[src/rtl/ser2hs_pkg.sv]
package ser2hs_pkg;

    typedef enum logic [1:0] {
        ST_IDLE   = 2'd0,
        ST_GRAB_B = 2'd1,
        ST_BEAT_A = 2'd2,
        ST_BEAT_B = 2'd3
    } conv_state_e;

endpackage

[src/rtl/ser2hs_fsm.sv]
module ser2hs_fsm
    import ser2hs_pkg::*;
(
    input  logic clk,
    input  logic rst,
    input  logic start,
    output logic cap_a,
    output logic cap_b,
    output logic beat_a,
    output logic beat_b,
    output logic busy,
    output logic drop
);

    conv_state_e state_q, state_d;

    // next-state logic
    always_comb begin
        state_d = state_q;
        unique case (state_q)
            ST_IDLE:   if (start) state_d = ST_GRAB_B;
            ST_GRAB_B: state_d = ST_BEAT_A;
            ST_BEAT_A: state_d = ST_BEAT_B;
            ST_BEAT_B: state_d = ST_IDLE;
            default:   state_d = ST_IDLE;
        endcase
    end

    // state register
    always_ff @(posedge clk) begin
        if (rst) state_q <= ST_IDLE;
        else     state_q <= state_d;
    end

    // decoded outputs
    always_comb begin
        cap_a  = 1'b0;
        cap_b  = 1'b0;
        beat_a = 1'b0;
        beat_b = 1'b0;
        busy   = 1'b1;
        unique case (state_q)
            ST_IDLE: begin
                busy  = 1'b0;
                cap_a = start;
            end
            ST_GRAB_B: cap_b  = 1'b1;
            ST_BEAT_A: beat_a = 1'b1;
            ST_BEAT_B: beat_b = 1'b1;
            default:   busy   = 1'b0;
        endcase
        drop = busy & start;
    end

endmodule

[src/rtl/ser2hs_hold.sv]
module ser2hs_hold #(
    parameter int DATA_W = 8,
    parameter int FIELDS = 2
) (
    input  logic              clk,
    input  logic              rst,
    input  logic [FIELDS-1:0] load,
    input  logic [DATA_W-1:0] din,
    output logic [DATA_W-1:0] field_q [FIELDS]
);

    for (genvar g = 0; g < FIELDS; g++) begin : g_field
        always_ff @(posedge clk) begin
            if (rst)          field_q[g] <= '0;
            else if (load[g]) field_q[g] <= din;
        end
    end

endmodule

[src/rtl/ser2hs_drive.sv]
module ser2hs_drive #(
    parameter int DATA_W = 8
) (
    input  logic              beat_a,
    input  logic              beat_b,
    input  logic [DATA_W-1:0] fld_a,
    input  logic [DATA_W-1:0] fld_b,
    output logic              trig,
    output logic [DATA_W-1:0] data
);

    always_comb begin
        trig = beat_a;
        if (beat_a)      data = fld_a;
        else if (beat_b) data = fld_b;
        else             data = '0;
    end

endmodule

[src/rtl/ser2hs_sticky.sv]
module ser2hs_sticky (
    input  logic clk,
    input  logic rst,
    input  logic set,
    output logic flag
);

    always_ff @(posedge clk) begin
        if (rst)      flag <= 1'b0;
        else if (set) flag <= 1'b1;
    end

endmodule

[src/rtl/ser2hs_conv.sv]
module ser2hs_conv #(
    parameter int DATA_W = 8
) (
    input  logic              clk,
    input  logic              rst,
    input  logic              in_start,
    input  logic [DATA_W-1:0] in_data,
    output logic              busy,
    output logic              overrun,
    output logic              out_trig,
    output logic [DATA_W-1:0] out_data
);

    localparam int NFIELD = 2;

    logic cap_a, cap_b, beat_a, beat_b, drop;
    logic [DATA_W-1:0] fields [NFIELD];

    ser2hs_fsm u_fsm (
        .clk    (clk),
        .rst    (rst),
        .start  (in_start),
        .cap_a  (cap_a),
        .cap_b  (cap_b),
        .beat_a (beat_a),
        .beat_b (beat_b),
        .busy   (busy),
        .drop   (drop)
    );

    ser2hs_hold #(.DATA_W(DATA_W), .FIELDS(NFIELD)) u_hold (
        .clk     (clk),
        .rst     (rst),
        .load    ({cap_b, cap_a}),
        .din     (in_data),
        .field_q (fields)
    );

    ser2hs_drive #(.DATA_W(DATA_W)) u_drive (
        .beat_a (beat_a),
        .beat_b (beat_b),
        .fld_a  (fields[0]),
        .fld_b  (fields[1]),
        .trig   (out_trig),
        .data   (out_data)
    );

    ser2hs_sticky u_ovr (
        .clk  (clk),
        .rst  (rst),
        .set  (drop),
        .flag (overrun)
    );

endmodule

[config.mk]
export PLATFORM = sky130hd
export DESIGN_NAME = ser2hs_conv
export DESIGN_NICKNAME = d
export VERILOG_FILES = /design/src/rtl/ser2hs_pkg.sv /design/src/rtl/ser2hs_fsm.sv /design/src/rtl/ser2hs_hold.sv /design/src/rtl/ser2hs_drive.sv /design/src/rtl/ser2hs_sticky.sv /design/src/rtl/ser2hs_conv.sv
export SDC_FILE = /design/constraint.sdc
export NUM_CORES = 1
export LEC_CHECK = 0
export ABC_AREA = 1
export BUFFER_PORTS_ARGS = -buffer_cell sky130_fd_sc_hd__buf_4
export CORE_MARGIN = 10
export CORE_UTILIZATION = 45
export DETAILED_ROUTE_END_ITERATION = 6
export PLACE_DENSITY = 0.72
export SETUP_SLACK_MARGIN = 0.5
export SYNTH_ARGS = -nofsm -noshare
export SYNTH_HDL_FRONTEND = slang
export SYNTH_SLANG_ARGS = --single-unit
[constraint.sdc]
create_clock -name clk -period 1.1 [get_ports clk]
set_input_delay 0.22 -clock clk [delete_from_list [all_inputs] [get_ports clk]]
set_output_delay 0.22 -clock clk [all_outputs]
set_load 0.02 [all_outputs]
==> summary.md <==
| Metric | Value |
|---|---|
| Outcome | complete, but fails checks |
| Failing checks | negative setup slack |
| Max_slew headroom | 0.773 |
| Antenna violations before repair | 0 |
| Worst path buffer plus inverter count | 3 |
| Post-synth top area share | 0.431 |
| Mapped cell area | 883 um^2 |
| Boundary Pins | 22 |
| #FFs+latches synth | 19 |
| Pwr per Cell Area | 2480 nW/um^2 |
| DP HPWL | 1700 um |
| Worst Tran Pin Value | 0.341 ns |
| Asr flop ratio synth | 0 |
| Detailed-route wire length | 3430 um |
| Fin nets | 179 |
| Cell with the most instances after synthesis | nand2_1 |
| EDFF count, synth | 0 |
| Crit start category | flip-flop |
| DP Area | 1130 um^2 |
| Core area | 1800 um^2 |
| Mean Syn Cell Area | 7.24 um^2 |
| Row count | 15 |
| Post-Syn Nets | 138 |
| Max clock buf depth | 2 |
| Setup TNS Final | -9.96 ns |
| Min-Delay Path Class | input port to flip-flop |
| Setup Viol. Count Final | 29 |
| DP Worst Slack | -0.141 ns |
| Worst Slack Setup Final | -0.511 ns |
| Post-synth cell types | 14 |
| Fin. max-slew vios | 0 |
| Vias | 1059 |
| CP arrival | 1.39 ns |
| IO buf count | 21 |
| Initial Util | 0.490 |
| Final routed DRC violation total | 0 |
| Clock Latency Late Sink | 0.31 ns |
| Die Ht | 64.3 um |
| Root buf cell | clkbuf_4 |
| Largest net degree at the start of global routing | 13 |
| Die ar. | 4140 um^2 |
| RSZ-0062 raised after global routing | true |
| Primary FF master, synth | dfxtp_1 |
| DR iter-0 viols | 48 |
| Post-synthesis cell count | 122 |
| Critical path class | flip-flop to output pin |
| Yosys warnings | 0 |
| Vias in the first global route | 1031 |
| Drt pass-1 iters | 4 |
| Design Area, Final | 1550 um^2 |
| Crit path time final | 1.61 ns |
| H-tree levels | 1 |
| Peak fanout along the critical path | 5 |
| Critical Path Max Stage Delay | 0.39 ns |
| Gr usage total | 0.133 |
| Cts hold-fix bufs | 0 |
| First-pass GRT wire length | 4550 um |
| Chip width | 64.3 um |
| Critical path, cell by cell | inv_4, ha_4, clkinv_2, nand3_1, nand2_2, buf_6 |
| TritonCTS clock tree | yes |
| Layout cells sized above 1 | 0.654 |
| Placer Congestion | 0.820 |
| Yosys top cell by area | dfxtp_1 |
| Total CTS buffers | 3 |
| GRT overflow | 0 |
| Sequential element share of the synthesized area | 0.431 |
| Final Hold Fails | 0 |
| CP Data Required Time | 0.88 ns |
| Antenna violation net count after detailed routing | 0 |
| Fin Clk Skew | 0.0155 ns |
| Crit end category | output pin |
| Clock slew at reported path FFs | 0.12 ns |
| Ratio of final minimum period to clock period | 1.46 |
| Vias/cell | 5.66 |
| Worst path slowest cell | dfxtp_4 |
| F_max | 621 MHz |
| Core Util, Final | 0.863 |
| Max_cap viols | 0 |
| Clk sinks | 19 |
| Wire length per cell | 18.4 um |
| Leakage dissipation | 0.675 nW |
| Top cells by area, synth | dfxtp_1 43%, nand2_1 12%, nand3_1 10%, nor2_1 8.9%, ha_1 7.1% |
| Synth cell count leaders | 28 x nand2_1, 21 x nor2_1, 19 x dfxtp_1 |
| Family with the most delay on the worst path | flip-flops |
| Ant. Diodes | 0 |
| Area Growth Syn to Fin | 75.9% |
| VDD IR-drop max | 0.00195 V |
-- tightest hold or removal path: cells and delay by family --
kind / cells / cell delay, ns
simple gates: 2 / 0.12
buf+inv: 1 / 0.09
-- final cells by class --
| cell class | count | area, um^2 |
|---|---|---|
| multi-input cells | 90 | 678 |
| well taps | 25 | 31.3 |
| flip-flops and latches | 19 | 389 |
| clock buffers | 3 | 22.5 |
| clock inverters | 1 | 5.00 |
| repair buffers | 40 | 379 |
| fillers | 104 | 248 |
| inverters | 8 | 43.8 |
| repair inverters | 1 | 5.00 |
-- what timing repair did --
action | 4_1_cts | 5_1_grt
buffers inserted | 7 | 5
gates resized for setup | 43 | 37
endpoints found under the setup margin | 30 | 30
pin swaps | 12 | 16
cloned | 0 | 1
-- worst paths after layout --
| check | from | to | slack [ns] | cells past startpoint |
|---|---|---|---|---|
| worst min register to register | u_hold.field_q[14] | u_hold.field_q[14] | 0.49 | 2 |
| worst max register to register | u_fsm.state_q[0] | u_hold.field_q[10] | -0.45 | 9 |
| worst max-delay path | u_fsm.state_q[0] | out_data[1] | -0.51 | 6 |
| worst min-delay path | in_data[6] | u_hold.field_q[6] | 0.14 | 3 |
-- through the flow --
stage / hold slack [ns] / power, mW / std cells
floorplan: 0.355 / 1.91 / 122
global placement: 0.441 / 2.34 / 170
detailed placement: 0.449 / 2.37 / 170
CTS: 0.136 / 3.27 / 181
global route: 0.148 / 4.04 / 187
finish: 0.140 / 3.85 / 187
-- power breakdown --
| part | switching (mW) | internal (mW) | total, mW |
|---|---|---|---|
| logic | 1.24 | 1.10 | 2.35 |
| clock network | 0.235 | 0.136 | 0.371 |
| registers | 0.208 | 0.919 | 1.13 |
| total | 1.69 | 2.16 | 3.85 |
-- metal layers --
metal  global-route usage  vias up  wire (um)
met1                0.132      512       1310
met3               0.0645       13        321
met5                    0        -          0
met2                0.241       58       1730
met4               0.0348        0         63
li1                     -      476          -
-- kinds of logic after synthesis --
logic type	count (synthesis)	synth area share
buffers and inverters	13	0.0850
flip-flops	19	0.431
adder cells (fa/ha/maj)	5	0.0708
AO/OA/AOI/OAI	17	0.0963
AND/OR/NAND/NOR	68	0.317
-- state kept, by name, summed over array words and instances (netlist names) --
signal	flops
u_ovr.flag	1
u_hold.field_q	16
u_fsm.state_q	2
-- layout by cell type, fill, tap and decap left out --
cell type | netlist | routed
nand3_4 | 0 | 2
a21oi_2 | 0 | 9
inv_4 | 1 | 3
dfxtp_4 | 0 | 2
nor2_2 | 1 | 1
o21ai_0 | 8 | 8
dfxtp_2 | 0 | 1
buf_8 | 0 | 1
nand2_1 | 28 | 3
buf_4 | 2 | 20
nand3_2 | 0 | 11
inv_1 | 6 | 2
clkinv_2 | 1 | 3
clkbuf_4 | 0 | 3
ha_1 | 5 | 1
nor2_1 | 21 | 21
inv_2 | 0 | 1
clkinv_4 | 0 | 1
ha_4 | 0 | 3
nand2_2 | 0 | 20
nand2_4 | 0 | 4
nand2_8 | 0 | 1
nand3_1 | 18 | 5
ha_2 | 0 | 1
buf_6 | 2 | 19
dfxtp_1 | 19 | 16
Note: power is estimated with default switching activity, not from simulation.
